$ cat src/rtl/ctx_stack_pkg.sv
package ctx_stack_pkg;

  typedef enum logic [2:0] {
    OP_PUSH = 3'd0,
    OP_POP  = 3'd1,
    OP_CALL = 3'd2,
    OP_INTR = 3'd3,
    OP_SVC  = 3'd4,
    OP_RET  = 3'd5,
    OP_RETI = 3'd6,
    OP_NONE = 3'd7
  } ctx_op_e;

  // number of RAM byte accesses a request needs
  function automatic logic [1:0] op_len(ctx_op_e op);
    case (op)
      OP_PUSH, OP_POP:          op_len = 2'd1;
      OP_CALL, OP_RET:          op_len = 2'd2;
      OP_INTR, OP_SVC, OP_RETI: op_len = 2'd3;
      default:                  op_len = 2'd0;
    endcase
  endfunction

  // restoring operations read, saving operations write
  function automatic logic op_reads(ctx_op_e op);
    op_reads = (op == OP_POP) || (op == OP_RET) || (op == OP_RETI);
  endfunction

endpackage

$ cat src/rtl/ctx_sp_reg.sv
module ctx_sp_reg #(
  parameter int AW       = 8,
  parameter int SP_RESET = 0
) (
  input  logic          clk,
  input  logic          rst,
  input  logic          inc,
  input  logic          dec,
  output logic [AW-1:0] sp
);

  localparam logic [AW-1:0] ONE = AW'(1);

  // natural AW-bit arithmetic gives the modulo wrap
  always_ff @(posedge clk) begin
    if (rst)      sp <= AW'(SP_RESET);
    else if (inc) sp <= sp + ONE;
    else if (dec) sp <= sp - ONE;
  end

  AST_PUSH_STEP: assert property (@(posedge clk) disable iff (rst)
    inc |=> sp == $past(sp) + ONE);
  AST_POP_STEP: assert property (@(posedge clk) disable iff (rst)
    dec |=> sp == $past(sp) - ONE);
  AST_HOLD_IDLE: assert property (@(posedge clk) disable iff (rst)
    (!inc && !dec) |=> $stable(sp));

endmodule

$ cat src/rtl/ctx_sequencer.sv
module ctx_sequencer
  import ctx_stack_pkg::*;
(
  input  logic       clk,
  input  logic       rst,
  input  logic       start,
  input  ctx_op_e    op,
  output logic       act,
  output logic       rd,
  output logic [1:0] idx,
  output logic       last,
  output logic       cap_v,
  output logic [1:0] cap_idx,
  output ctx_op_e    op_q,
  output logic       done
);

  logic [1:0] len_q;

  assign last = (idx == len_q - 2'd1);

  always_ff @(posedge clk) begin
    if (rst) begin
      act     <= 1'b0;
      rd      <= 1'b0;
      idx     <= 2'd0;
      len_q   <= 2'd0;
      cap_v   <= 1'b0;
      cap_idx <= 2'd0;
      op_q    <= OP_NONE;
      done    <= 1'b0;
    end else begin
      // write sequences end on their last access, read sequences when the last byte lands
      done    <= (act && !rd && last) || (cap_v && cap_idx == len_q - 2'd1);
      cap_v   <= act && rd;
      cap_idx <= idx;
      if (start) begin
        act   <= 1'b1;
        idx   <= 2'd0;
        op_q  <= op;
        rd    <= op_reads(op);
        len_q <= op_len(op);
      end else if (act) begin
        if (last) act <= 1'b0;
        else      idx <= idx + 2'd1;
      end
    end
  end

  AST_DONE_PULSE: assert property (@(posedge clk) disable iff (rst)
    done |=> !done);
  AST_NO_RESTART: assert property (@(posedge clk) disable iff (rst)
    (act || cap_v) |-> !start);

endmodule

$ cat src/rtl/ctx_restore.sv
module ctx_restore
  import ctx_stack_pkg::*;
#(
  parameter int DW       = 8,
  parameter int ZERO_BIT = 1
) (
  input  logic            clk,
  input  logic            rst,
  input  ctx_op_e         op_q,
  input  logic            cap_v,
  input  logic [1:0]      cap_idx,
  input  logic [DW-1:0]   rdata,
  input  logic            flag_clear,
  input  logic            done,
  output logic [DW-1:0]   reg_out,
  output logic [2*DW-1:0] pc_out,
  output logic [DW-1:0]   flags_out
);

  always_ff @(posedge clk) begin
    if (rst) begin
      reg_out   <= '0;
      pc_out    <= '0;
      flags_out <= '0;
    end else if (flag_clear) begin
      flags_out <= '0;
    end else if (cap_v) begin
      case (op_q)
        OP_POP: begin
          reg_out             <= rdata;
          flags_out[ZERO_BIT] <= (rdata == '0);
        end
        OP_RET: begin
          if (cap_idx == 2'd0) pc_out[DW-1:0]    <= rdata;
          else                 pc_out[2*DW-1:DW] <= rdata;
        end
        OP_RETI: begin
          case (cap_idx)
            2'd0:    flags_out         <= rdata;
            2'd1:    pc_out[DW-1:0]    <= rdata;
            default: pc_out[2*DW-1:DW] <= rdata;
          endcase
        end
        default: ;
      endcase
    end
  end

  AST_SVC_CLEARS: assert property (@(posedge clk) disable iff (rst)
    (done && op_q == OP_SVC) |-> flags_out == '0);
  AST_POP_ZERO: assert property (@(posedge clk) disable iff (rst)
    (done && op_q == OP_POP) |-> flags_out[ZERO_BIT] == (reg_out == '0));

endmodule

$ cat src/rtl/ctx_stack_unit.sv
module ctx_stack_unit
  import ctx_stack_pkg::*;
#(
  parameter int DW       = 8,
  parameter int AW       = 8,
  parameter int SP_RESET = 0,
  parameter int ZERO_BIT = 1
) (
  input  logic            clk,
  input  logic            rst,
  input  logic            req_valid,
  input  logic [2:0]      req_op,
  input  logic [DW-1:0]   req_data,
  input  logic [2*DW-1:0] req_pc,
  input  logic [DW-1:0]   req_flags,
  output logic            busy,
  output logic            done,
  output logic            mem_we,
  output logic            mem_re,
  output logic [AW-1:0]   mem_addr,
  output logic [DW-1:0]   mem_wdata,
  input  logic [DW-1:0]   mem_rdata,
  output logic [AW-1:0]   sp_out,
  output logic [DW-1:0]   reg_out,
  output logic [2*DW-1:0] pc_out,
  output logic [DW-1:0]   flags_out
);

  localparam int PCW = 2 * DW;

  ctx_op_e     op_in, op_q;
  logic        start, act, rd, last, cap_v;
  logic [1:0]  idx, cap_idx;
  logic [DW-1:0]  data_q, flags_q;
  logic [PCW-1:0] pc_q;

  assign op_in = ctx_op_e'(req_op);
  assign busy  = act | cap_v;
  assign start = req_valid && !busy && (op_in != OP_NONE);

  ctx_sequencer i_seq (
    .clk(clk), .rst(rst), .start(start), .op(op_in),
    .act(act), .rd(rd), .idx(idx), .last(last),
    .cap_v(cap_v), .cap_idx(cap_idx), .op_q(op_q), .done(done)
  );

  ctx_sp_reg #(.AW(AW), .SP_RESET(SP_RESET)) i_sp (
    .clk(clk), .rst(rst), .inc(mem_we), .dec(mem_re), .sp(sp_out)
  );

  ctx_restore #(.DW(DW), .ZERO_BIT(ZERO_BIT)) i_rest (
    .clk(clk), .rst(rst), .op_q(op_q), .cap_v(cap_v), .cap_idx(cap_idx),
    .rdata(mem_rdata), .flag_clear(act && last && op_q == OP_SVC), .done(done),
    .reg_out(reg_out), .pc_out(pc_out), .flags_out(flags_out)
  );

  // operands held for the whole sequence
  always_ff @(posedge clk) begin
    if (rst) begin
      data_q  <= '0;
      pc_q    <= '0;
      flags_q <= '0;
    end else if (start) begin
      data_q  <= req_data;
      pc_q    <= req_pc;
      flags_q <= req_flags;
    end
  end

  assign mem_we   = act && !rd;
  assign mem_re   = act && rd;
  assign mem_addr = rd ? sp_out - AW'(1) : sp_out;

  // saved byte order: PC high, PC low, flags
  always_comb begin
    case (op_q)
      OP_PUSH: mem_wdata = data_q;
      OP_CALL, OP_INTR, OP_SVC:
        case (idx)
          2'd0:    mem_wdata = pc_q[PCW-1:DW];
          2'd1:    mem_wdata = pc_q[DW-1:0];
          default: mem_wdata = flags_q;
        endcase
      default: mem_wdata = '0;
    endcase
  end

  AST_SINGLE_ACCESS: assert property (@(posedge clk) disable iff (rst)
    !(mem_we && mem_re));
  AST_IDLE_QUIET: assert property (@(posedge clk) disable iff (rst)
    !busy |-> (!mem_we && !mem_re));
  AST_DONE_NOT_BUSY: assert property (@(posedge clk) disable iff (rst)
    done |-> !busy);

endmodule

$ cat config.mk
export PLATFORM = sky130hd
export DESIGN_NAME = ctx_stack_unit
export DESIGN_NICKNAME = d
export VERILOG_FILES = /design/src/rtl/ctx_stack_pkg.sv /design/src/rtl/ctx_sp_reg.sv /design/src/rtl/ctx_sequencer.sv /design/src/rtl/ctx_restore.sv /design/src/rtl/ctx_stack_unit.sv
export SDC_FILE = /design/constraint.sdc
export NUM_CORES = 1
export LEC_CHECK = 0
export BUFFER_PORTS_ARGS = -buffer_cell sky130_fd_sc_hd__buf_4
export CORE_MARGIN = 2
export CORE_UTILIZATION = 30
export CTS_CLUSTER_SIZE = 14
export DETAILED_ROUTE_END_ITERATION = 6
export PLACE_DENSITY = 0.48
export SETUP_SLACK_MARGIN = 0.02
export SLEW_MARGIN = 0
export SYNTH_ARGS = -nofsm -noshare
export SYNTH_HDL_FRONTEND = slang
export SYNTH_SLANG_ARGS = --single-unit
$ cat constraint.sdc
create_clock -name clk -period 2.9 [get_ports clk]
set_input_delay 0.58 -clock clk [delete_from_list [all_inputs] [get_ports clk]]
set_output_delay 0.58 -clock clk [all_outputs]
set_load 0.05 [all_outputs]
* After elaboration in Yosys (flattened, before gate mapping)
Index checks and enable logic that the tools add are counted.
Word-level totals: logic and storage cells 96, bits in registers 85, output and inout port bits 60, input bits 46
Cells by class: add/sub/neg operators 4, eq/ne operators 22, reductions and logical operators 34, bitwise gates (word level) 3, muxes and demuxes 16
Operators by type and width (count):
- 8-bit two-way mux | 7
- 16-bit one-hot mux with 2 select lines | 1
- 8-bit one-hot mux with 2 select lines | 2
- 3-bit == test, second input constant | 6
- 3-bit by 2-bit == test with 1-bit output, second input constant | 4
- 5-bit AND reduction | 2
- 2-bit OR reduction | 5
- 3-bit AND reduction | 3
- 8-bit by 1-bit adder with 8-bit output, second input constant | 1
- 1-bit logical AND | 8
- 8-bit zero test | 1
- 8-bit by 1-bit subtractor with 8-bit output, second input constant | 1
- 3-bit by 1-bit == test with 1-bit output, second input constant | 2
- 3-bit zero test | 2
- 2-bit != test, second input constant | 3
- 2-bit one-hot mux with 3 select lines | 1
- 2-bit nonzero test | 3
- 3-bit OR reduction | 2
- 2-bit by 1-bit == test with 1-bit output, second input constant | 2
- 2-bit == test | 2
- 2-bit zero test | 2
- 2-bit by 1-bit != test with 1-bit output, second input constant | 2
- 1-bit logical OR | 3
- 1-bit two-way mux | 3
- other kinds (9) | 11

* Logic depth before layout (Yosys ltp)
Gate-level depths: netlist of run 1.
depth in word-level cells 6, gate-level depth with buffers 7, mapped depth without buffers 6

* By module
From an unflattened synthesis of run 1, not the netlist that was laid out.
Second synthesis, totals: cells, all modules 463, area, all modules 4367.9 um^2
By module, submodules not included:
- ctx_stack_unit | seq. area each 640.6 um^2, area an instance 1879.3 um^2, instances 1, cells an instance 201
- ctx_restore | seq. area each 640.6 um^2, area an instance 1272.5 um^2, instances 1, cells an instance 132
- ctx_sp_reg | seq. area each 160.2 um^2, area an instance 621.8 um^2, instances 1, cells an instance 71
- ctx_sequencer | seq. area each 260.2 um^2, area an instance 594.3 um^2, instances 1, cells an instance 59

* Worst setup path before layout of run 1
OpenSTA, ideal clock, no wires.
kind register to output, start point reg i_sp.sp[0], end point out mem_addr[7], data arrival time 2275 ps, data required time 2320 ps, buffers on the path 1, cell stages (with the launch flop) 5, slack 45 ps, cells stage by stage dfxtp_1 clkbuf_1 nor4b_1 nand3_1 xnor2_1
On the way: cells in the longest elaborated chain, start to end 2
RTL lines:
- start, declared | RTL line ctx_sp_reg.sv:9 | output logic [AW-1:0] sp
- start signal, assigned | RTL line ctx_sp_reg.sv:16 | if (rst) sp <= AW'(SP_RESET);
- start signal, assigned | RTL line ctx_sp_reg.sv:17 | else if (inc) sp <= sp + ONE;
- start signal, assigned | RTL line ctx_sp_reg.sv:18 | else if (dec) sp <= sp - ONE;
- 8-bit by 1-bit subtractor with 8-bit output | RTL line ctx_stack_unit.sv:72 | assign mem_addr = rd ? sp_out - AW'(1) : sp_out;
- 8-bit two-way mux | RTL line ctx_stack_unit.sv:72
- end, declared | RTL line ctx_stack_unit.sv:20 | output logic [AW-1:0] mem_addr,
No other way between the ends.

* Worst setup path in the final report of run 1
start point reg i_seq.idx[0], end point out mem_wdata[2]
On the way: cells in the longest elaborated chain, start to end 3, elaborated cells between the ends (all ways) 4, classes of those cells eq/ne: 1; mux: 2; reduce/logical: 1
RTL lines:
- start, declared | RTL line ctx_sequencer.sv:10 | output logic [1:0] idx,
- start signal, assigned | RTL line ctx_sequencer.sv:45 | else idx <= idx + 2'd1;
- 2-bit by 1-bit == test with 1-bit output or 2-bit zero test (tied branches) | RTL line ctx_stack_unit.sv:79 | case (idx)
- 8-bit one-hot mux with 2 select lines (*) | RTL line ctx_stack_unit.sv:79
- 8-bit one-hot mux with 2 select lines (*) | RTL line ctx_stack_unit.sv:76 | case (op_q)
- end, declared | RTL line ctx_stack_unit.sv:21 | output logic [DW-1:0] mem_wdata,
Every way passes the cells marked *; elsewhere a longest branch is shown, timed or not.

==> impl_metrics.csv, run 1 <==
group,metric,value,unit
sta,period_needed,2.69,ns
logic_synthesis,synth_top_family_by_area,"simple AND/OR/NAND/NOR gates",
logic_synthesis,yosys.area.top_type,"dfxtp_1",
critical_path,crit_path_frequent_cell,"a21oi_1",
layout,layout-drive-gt1-share,22.9,%
clock_network,clk_latency,0.33,ns
logic_synthesis,synth_edf_count,0,
logic_synthesis,synthSimpleGateAreaFrac,22.6,%
logic_synthesis,synth_flop_cell,"dfxtp_1",
clock_network,htreeDepth,3,
placed_design,io_buffers,105,
sta,slew_headroom,42.2,%
critical_path,critPathBufInv,2,
critical_path,cp-end-kind,"output pin",
logic_synthesis,async_flop_share,0,%
clock_network,path_clk_slew,0.06,ns
routing,vias_per_cell,4.76,
sta,slew_viol_final,0,
die,die_area,13600,sq um
logic_synthesis,yosysWarnings,0,
logic_synthesis,ys_seq_area_share,44.8,%
critical_path,slowest_stage,"dfxtp_1",
logic_synthesis,synth_top_area_share,44.8,%
pwr,p_int,2.00,mW
die,die_x,117,um
global_routing,grt_pass1_wl,16.7,mm
clock_network,cts_tree,"done",
logic_synthesis,syn_area_per_cell,8.06,sq um
flow_run,maxCapViolCount,0,
layout,fill_cells,1333,
global_routing,globalRoute.totalOverflow,0,
clock_network,ctsResizeCount,1,
outcome,status,"complete, no violations",
global_routing,grt_max_degree,55,
pwr,switchingPower,0.797,mW
layout,diodes,0,
global_routing,antenna_found_initial,0,
die,rows,41,
critical_path,cp.arrival,2.11,ns
die,ios,106,
clock_network,cts_buffers,9,
logic_synthesis,netlist_top_cells_count,"nand2_1 (89), dfxtp_1 (85), a21oi_1 (68)",
layout,layout.nets,610,
pwr,p_leak,2.07,nW
layout,fin_cells,736,
sta,min_period_over_period,92.9,%
sta,fin_ws,0.206,ns
pwr,comb_power_share,17.3,%
placed_design,dp_hpwl,7.79,mm
sta,rsz0062_at_grt,"no",
layout,final_core_util,40.0,%
sta,fmax,371,MHz
clock_network,postCtsSetupBuffers,0,
pwr,power_density,560,nW/um^2
routing,firstDrtPassIters,4,
die,initial_utilization,30.5,%
logic_synthesis,synth-compound-area-share,18.7,%
global_routing,track_usage,16.0,%
critical_path,cp-start-kind,"flip-flop",
logic_synthesis,synth_area,3800,sq um
critical_path,critical_path_class,"flip-flop to output pin",
routing,drc,0,
placed_design,pre_cts_ws,0.327,ns
critical_path,cp_top_family,"compound AO/OA/AOI/OAI gates",
logic_synthesis,syn-num-nets,521,
worst_hold_path,hold_path.class,"flip-flop to flip-flop",
critical_path,cp.required,2.32,ns
logic_synthesis,muxShareOfSynthArea,5.07,%
logic_synthesis,yosysMostFrequentCell,"nand2_1",
logic_synthesis,ys_ff_latch,85,
logic_synthesis,synth_cell_types,51,
sta,setup_viol,0,
pwr,peakVddDrop,244,uV
routing,ant_nets,0,
pwr,sw_frac_of_total,28.5,%
critical_path,crit_fanout,9,
layout,syn_to_final_growth,31.3,%
routing,routed_wl,10.7,mm
critical_path,worstPathCellList,"inv_1, ha_1, a22o_1, a21oi_1, a21oi_1, o2bb2ai_1, buf_4",
clock_network,cts_buffer_depth,2,
sta,final.setup.tns,0,ns
sta,whs,0.457,ns
sta,hold_viol,0,
critical_path,crit_path_max_incr_delay,0.39,ns
clock_network,cts.sinks,85,
die,core_area,12500,sq um
placed_design,gp_congestion,0.840,
global_routing,grt_pass1_vias,3276,
clock_network,cts_root_buffer,"clkbuf_16",
sta,skew,0.00598,ns
logic_synthesis,yosys-top-cells-area,"dfxtp_1 (45%), a21oi_1 (9.0%), nand2_1 (8.8%)",
routing,vias,3502,
logic_synthesis,synth_fa_ha_area_share,1.32,%
routing,drt_iter0_drc,213,
sta,worst_slew_pin_slew,0.866,ns
logic_synthesis,synthCells,471,
logic_synthesis,synth_xor_area_share,3.23,%
clock_network,postCtsHoldBufs,0,
pwr,power_frac_seq,45.7,%
pwr,power_frac_clock,36.9,%
placed_design,dp_cells,721,
die,die_h,117,um
routing,wl_per_cell,14.5,um
critical_path,reg2reg_slack,0.57,ns
## power by group through the flow
stage	combinational [mW]	clock, mW	sequential, mW
floorplan	0.317	0	1.29
global placement	0.482	0	1.30
detailed placement	0.485	0	1.30
CTS	0.488	1.06	1.28
global route	0.528	1.12	1.29
finish	0.484	1.03	1.28
## tightest hold or removal path, stage by stage, from the launching register on
cell and delay [ns]:
dfxtp_1 0.31, nand2_1 0.05, a21oi_1 0.05
## cells by family (layout without fill, tap and decap cells)
logic type               count (synthesis)  after routing
flip-flops                              85             85
buffers and inverters                   41            134
multiplexers                            19             19
AND/OR/NAND/NOR                        191            191
AO/OA/AOI/OAI                          117            117
adder cells (fa/ha/maj)                  4              4
XOR/XNOR                                14             14
## layer usage
metal,routed length [um],track usage (%),vias to the layer above
li1,-,-,1789
met1,5120,21.6,1635
met2,4930,24.9,69
met3,525,3.84,9
met4,107,5.95,0
met5,0,0,-
## layout by cell type, fill, tap and decap left out, drive strengths merged, types with 9 or more instances in the layout
cell / netlist / routed
nand3: 14 / 14
nand2: 89 / 89
clkbuf: 23 / 13
dfxtp: 85 / 85
buf: 10 / 111
o21ai: 14 / 14
a21oi: 68 / 68
mux2i: 17 / 17
nand2b: 9 / 9
nor2: 50 / 50
## through the flow
stage                     area [sq um]  power (mW)
after global placement            4720        1.79
after floorplan                   3800        1.61
final                             4980        2.79
after global routing              4980        2.93
after CTS                         4980        2.83
after detailed placement          4720        1.79
## area by class of cell
| class | instances | area (sq um) | area share, % |
|---|---|---|---|
| clock buffer | 13 | 250 | 5.02 |
| clock inverter | 2 | 10.0 | 0.201 |
| inverter | 8 | 30.0 | 0.602 |
| multi-input combinational | 345 | 1940 | 39.0 |
| sequential | 85 | 1700 | 34.1 |
| tap | 172 | 215 | 4.32 |
| timing repair buffer | 111 | 833 | 16.7 |
## worst paths after layout
kind                            cells past startpoint               from           endpoint
worst max register to register                      4      i_seq.op_q[2]   i_rest.pc_out[1]
worst min register to register                      2  i_rest.reg_out[0]  i_rest.reg_out[0]
worst min-delay path                                2  i_rest.reg_out[0]  i_rest.reg_out[0]
worst max-delay path                                7       i_seq.idx[0]       mem_wdata[2]
## sequential cells by signal (all words and copies together), names as in the netlist, 2 cells and up
signal,count
data_q,8
flags_q,8
i_rest.flags_out,8
i_rest.pc_out,16
i_rest.reg_out,8
i_seq.cap_idx,2
i_seq.idx,2
i_seq.len_q,2
i_seq.op_q,3
i_sp.sp,8
pc_q,16
No activity file was read; power rests on OpenSTA's default activity.
==> run 2, diff against run 1 <==
Settings changed: CORE_MARGIN 2 to unset, PLACE_DENSITY 0.48 to 0.47, SYNTH_HIERARCHICAL set to 1.
==> run 2 against run 1 <==
Maximum frequency is 0.86% higher. Count of clock-buffer cells in the layout down 4. Sequential share of layout area decreased by 3.8 points. Largest power group unchanged. Via count up 2.4%. Worst hold slack improved by 0.013 ns. Clock power increased by 19%. Register-to-register slack got worse by 0.21 ns. Final cell count rose by 1.6%. Area after synthesis grew 15%. First-iteration DRC count down 35%.
==> impl_metrics.csv, run 2 <==
group,metric,value,unit
placed_design,gp_congestion,0.780,
critical_path,cp.required,2.32,ns
pwr,peakVddDrop,306,uV
die,ios,106,
routing,routed_wl,11.2,mm
sta,fmax,374,MHz
critical_path,crit_fanout,9,
routing,vias,3586,
logic_synthesis,yosysWarnings,6,
flow_run,maxCapViolCount,0,
placed_design,placed_area,5300,sq um
global_routing,grt_pass1_wl,17.7,mm
critical_path,cp-end-kind,"output pin",
sta,skew,0.00523,ns
placed_design,dp_hpwl,7.89,mm
critical_path,cp.arrival,2.09,ns
clock_network,ctsResizeCount,0,
layout,syn_to_final_growth,28.6,%
sta,rsz0062_at_grt,"no",
clock_network,cts_buffer_depth,2,
clock_network,htreeDepth,3,
layout,fin_cells,748,
logic_synthesis,ys_seq_area_share,39.0,%
pwr,power,3.64,mW
critical_path,critical_path_class,"flip-flop to output pin",
clock_network,cts_buffers,9,
layout,layout.nets,618,
clock_network,postCtsHoldBufs,0,
logic_synthesis,ys_ff_latch,85,
sta,slew_viol_final,0,
die,die_area,15000,sq um
die,die_h,123,um
layout,layout_commonest_cell,"buf_4",
logic_synthesis,synth_top_area_share,39.0,%
sta,setup_viol,0,
pwr,p_leak,2.46,nW
routing,vias_per_cell,4.79,
logic_synthesis,synth_area,4370,sq um
placed_design,io_buffers,105,
global_routing,antenna_found_initial,0,
critical_path,cp-start-kind,"flip-flop",
routing,ant_nets,0,
die,initial_utilization,31.1,%
global_routing,grt_pass1_vias,3416,
logic_synthesis,yosys-top-cells-area,"dfxtp_1 (39%), mux2i_1 (16%), nand2b_1 (10%)",
clock_network,cts_tree,"done",
logic_synthesis,syn_area_per_cell,9.43,sq um
logic_synthesis,yosysMostFrequentCell,"dfxtp_1",
layout,final_cell_mix,"buf_4 (115), dfxtp_1 (85), nand2b_1 (70)",
sta,hold_viol,0,
routing,firstDrtPassIters,6,
sta,worst_slew_pin_slew,0.746,ns
global_routing,grt_max_degree,78,
placed_design,dp_cells,733,
global_routing,globalRoute.totalOverflow,0,
worst_hold_path,hold_path.class,"flip-flop to flip-flop",
clock_network,cts.sinks,85,
critical_path,timing.rr.start,"i_seq/act",
layout,layout-drive-gt1-share,26.2,%
sta,final.setup.tns,0,ns
clock_network,path_clk_slew,0.06,ns
die,die_x,123,um
logic_synthesis,async_flop_share,0,%
outcome,status,"complete, no violations",
critical_path,startpoint,"i_seq/rd",
logic_synthesis,syn-num-nets,517,
clock_network,cts_root_buffer,"clkbuf_16",
logic_synthesis,synth_flop_cell,"dfxtp_1",
layout,diodes,0,
logic_synthesis,synth_cell_types,61,
clock_network,postCtsSetupBuffers,0,
clock_network,clk_latency,0.34,ns
sta,min_period_over_period,92.1,%
die,rows,43,
sta,whs,0.469,ns
worst_hold_path,hold_path.startpoint,"pc_q[7]",
die,core_area,14000,sq um
sta,period_needed,2.67,ns
logic_synthesis,synthCells,463,
sta,slew_headroom,50.3,%
logic_synthesis,netlist_top_cells_count,"dfxtp_1 (85), nand2b_1 (70), mux2i_1 (69)",
logic_synthesis,yosys.area.top_type,"dfxtp_1",
global_routing,track_usage,15.3,%
pwr,power_density,648,nW/um^2
routing,drc,0,
layout,design_area,5620,sq um
logic_synthesis,synth_edf_count,0,
routing,drt_iter0_drc,139,
layout,reg_top3,"i_rest/pc_out x16, pc_q x16",
routing,wl_per_cell,14.9,um
run 2: layer usage:
metal	track usage, %	share of wire [%]	up-vias
li1	-	-	1826
met5	0	0	-
met3	5.34	4.9	9
met1	19.1	46	1676
met2	25.2	48	75
met4	3.89	1.1	0
run 2: worst paths after layout:
check / endpoint / slack, ns / depth (start not counted)
worst max-delay path: mem_addr[7] / 0.23 / 4
worst min-delay path: pc_q[7] / 0.47 / 2
worst max register to register: i_sp/sp[5] / 0.36 / 8
worst min register to register: pc_q[7] / 0.47 / 2
run 2: worst max-delay path, cell delays in order, from the launching register on:
cell	delay [ns]
dfxtp_1	0.53
or3b_2	0.52
nor3_1	0.31
xor2_1	0.18
buf_4	0.21
run 2: through the flow:
stage          setup slack, ns  util, %
2_1_floorplan            0.191        -
3_3_place_gp             0.483     37.8
3_5_place_dp             0.369     37.8
4_1_cts                  0.150     40.0
5_1_grt                 0.0781     40.0
6_report                 0.229     40.0
run 2: logic make-up (layout without fill, tap and decap cells):
family / after synthesis / count (layout) / share of synthesized area (%)
AO/OA/AOI/OAI: 71 / 71 / 11.5
XOR/XNOR: 12 / 12 / 2.58
adder cells (fa/ha/maj): 8 / 8 / 2.46
buffers and inverters: 32 / 137 / 4.21
flip-flops: 85 / 85 / 39.0
multiplexers: 71 / 71 / 16.7
AND/OR/NAND/NOR: 184 / 184 / 23.7
run 2: layout make-up:
type | instances | area (sq um)
Sequential cell | 85 | 1700
Fill cell | 1405 | 8430
Clock buffer | 9 | 225
Clock inverter | 6 | 88.8
Tap cell | 180 | 225
Timing Repair Buffer | 115 | 863
Inverter | 7 | 26.3
Multi-Input combinational cell | 346 | 2480
run 2: where the power goes:
part           total, mW  internal [mW]  switching (mW)
clock               1.23          0.749           0.481
sequential          1.34           1.25          0.0946
combinational       1.06          0.414           0.651
==> run 3, diff against run 2 <==
Settings changed: CAP_MARGIN set to 15.
Clock period 2.9 ns to 3.16 ns, I/O delays scaled along.
==> run 3 against run 2 <==
Worst setup slack better by 0.18 ns. Largest cell class unchanged. Die area unchanged. Utilization down 0.35 points. Final cell count unchanged. Design area down 0.87%. Non-clock buffer count down 1.
==> impl_metrics.csv, run 3 (synthesized netlist as in run 2, its figures left out) <==
group,metric,value,unit
placed_design,pre_cts_ws,0.415,ns
sta,min_period_over_period,87.1,%
critical_path,r2r_end,"i_sp/sp[5]",
sta,fmax,363,MHz
die,die_area,15000,sq um
pwr,peakVddDrop,285,uV
sta,slew_headroom,38.3,%
sta,final.setup.tns,0,ns
layout,syn_to_final_growth,27.4,%
sta,rsz0062_at_grt,"no",
routing,vias,3557,
pwr,switchingPower,1.14,mW
die,die_x,123,um
critical_path,timing.rr.start,"i_seq/act",
routing,drt_iter0_drc,234,
routing,ant_nets,0,
critical_path,cp-start-kind,"flip-flop",
sta,slew_viol_final,0,
sta,hold_viol,0,
global_routing,grt_max_degree,83,
sta,skew,0.00831,ns
die,die_h,123,um
pwr,power_frac_clock,31.1,%
sta,fin_ws,0.407,ns
critical_path,reg2reg_slack,0.41,ns
clock_network,cts_tree,"done",
die,core_area,14000,sq um
global_routing,track_usage,16.1,%
global_routing,grt_pass1_vias,3516,
placed_design,placed_area,5290,sq um
pwr,power_frac_seq,38.2,%
layout,reg_top3,"i_rest/pc_out x16, pc_q x16",
pwr,p_int,2.06,mW
layout,layout_commonest_cell,"buf_4",
outcome,status,"complete, no violations",
clock_network,cts_buffer_depth,2,
pwr,p_leak,2.43,nW
critical_path,cp.arrival,2.98,ns
critical_path,endpoint,"i_sp/sp[5]",
layout,multi_input_area,2480,sq um
critical_path,slowest_stage,"nor2b_1",
critical_path,critical_path_class,"flip-flop to flip-flop",
routing,vias_per_cell,4.76,
clock_network,cts_root_buffer,"clkbuf_16",
sta,setup_viol,0,
critical_path,cp.required,3.39,ns
flow_run,maxCapViolCount,0,
critical_path,r2r_cells,8,
placed_design,dp_hpwl,7.82,mm
global_routing,globalRoute.totalOverflow,0,
clock_network,path_clk_slew,0.07,ns
layout,fin_cells,748,
global_routing,grt_pass1_wl,18.4,mm
critical_path,crit_fanout,9,
layout,layout.nets,617,
layout,layout-drive-gt1-share,25.9,%
critical_path,crit_path_max_incr_delay,0.51,ns
critical_path,worstPathCellList,"nor2b_1, inv_1, ha_1, a211oi_2, o21bai_1, a21oi_2, nor4_1, a311o_1",
clock_network,cts.sinks,85,
routing,firstDrtPassIters,4,
clock_network,ctsResizeCount,0,
clock_network,clk_latency,0.35,ns
placed_design,dp_cells,732,
die,ios,106,
clock_network,postCtsHoldBufs,0,
placed_design,gp_congestion,0.812,
worst_hold_path,hold_path.class,"flip-flop to flip-flop",
clock_network,cts_buffers,9,
placed_design,io_buffers,105,
routing,wl_per_cell,15.1,um
routing,drc,0,
sta,worst_slew_pin_slew,0.923,ns
die,initial_utilization,31.1,%
layout,diodes,0,
layout,seq_area,1700,sq um
global_routing,antenna_found_initial,0,
clock_network,htreeDepth,3,
critical_path,startpoint,"i_seq/act",
critical_path,cp-end-kind,"flip-flop",
sta,period_needed,2.75,ns
layout,final_cell_mix,"buf_4 (114), dfxtp_1 (85), nand2b_1 (70)",
layout,design_area,5570,sq um
pwr,comb_power_share,30.7,%
pwr,sw_frac_of_total,35.6,%
layout,fill_cells,1453,
pwr,power_density,575,nW/um^2
clock_network,postCtsSetupBuffers,0,
die,rows,43,
routing,routed_wl,11.3,mm
run 3: cell count changes in the layout (fill, tap and decap cells not counted), sizes merged:
cell,delta
buf,-1
clkinv,-1
inv,+3
bufinv,-2
clkbuf,+1
run 3: routing by layer:
layer	vias up	share of wire, %	track usage, %
li1	1816	-	-
met1	1665	48	21.1
met2	68	46	24.9
met3	8	4.8	5.44
met4	0	0.73	4.50
met5	-	0	0
run 3: power groups by stage:
stage	clock network (mW)	registers (mW)	logic, mW
6_report	0.995	1.22	0.982
5_1_grt	1.09	1.24	1.06
4_1_cts	1.04	1.23	0.989
3_5_place_dp	0	1.25	0.986
3_3_place_gp	0	1.25	0.974
2_1_floorplan	0	1.32	0.634
run 3: how the worst min path moves through the flow:
stage,startpoint,cells past startpoint,end
global route,pc_q[9],2,pc_q[9]
detailed placement,pc_q[12],2,pc_q[12]
finish,pc_q[11],2,pc_q[11]
global placement,pc_q[9],2,pc_q[9]
floorplan,pc_q[10],2,pc_q[10]
CTS,pc_q[12],2,pc_q[12]
run 3: worst max-delay path: cells and delay by family, from the launching register on:
family                   cells  cell delay, ns
AO/OA/AOI/OAI                4            0.93
flip-flops                   1            0.45
buffers and inverters        1            0.30
adder cells (fa/ha/maj)      1            0.39
AND/OR/NAND/NOR              2            0.56
run 3: stage by stage:
stage	power [mW]	util [%]	hold WS [ns]
after global placement	2.22	37.7	0.460
final	3.20	39.6	0.472
after global routing	3.39	39.6	0.491
after detailed placement	2.24	37.7	0.460
after floorplan	1.96	-	0.448
after CTS	3.26	39.6	0.477
run 3: area by class of cell:
cell class,instances,share of cell area [%]
repair buffers,114,15.4
well taps,180,4.05
inverters,7,0.472
clock buffers,10,4.11
clock inverters,6,0.832
flip-flops and latches,85,30.6
multi-input cells,346,44.6
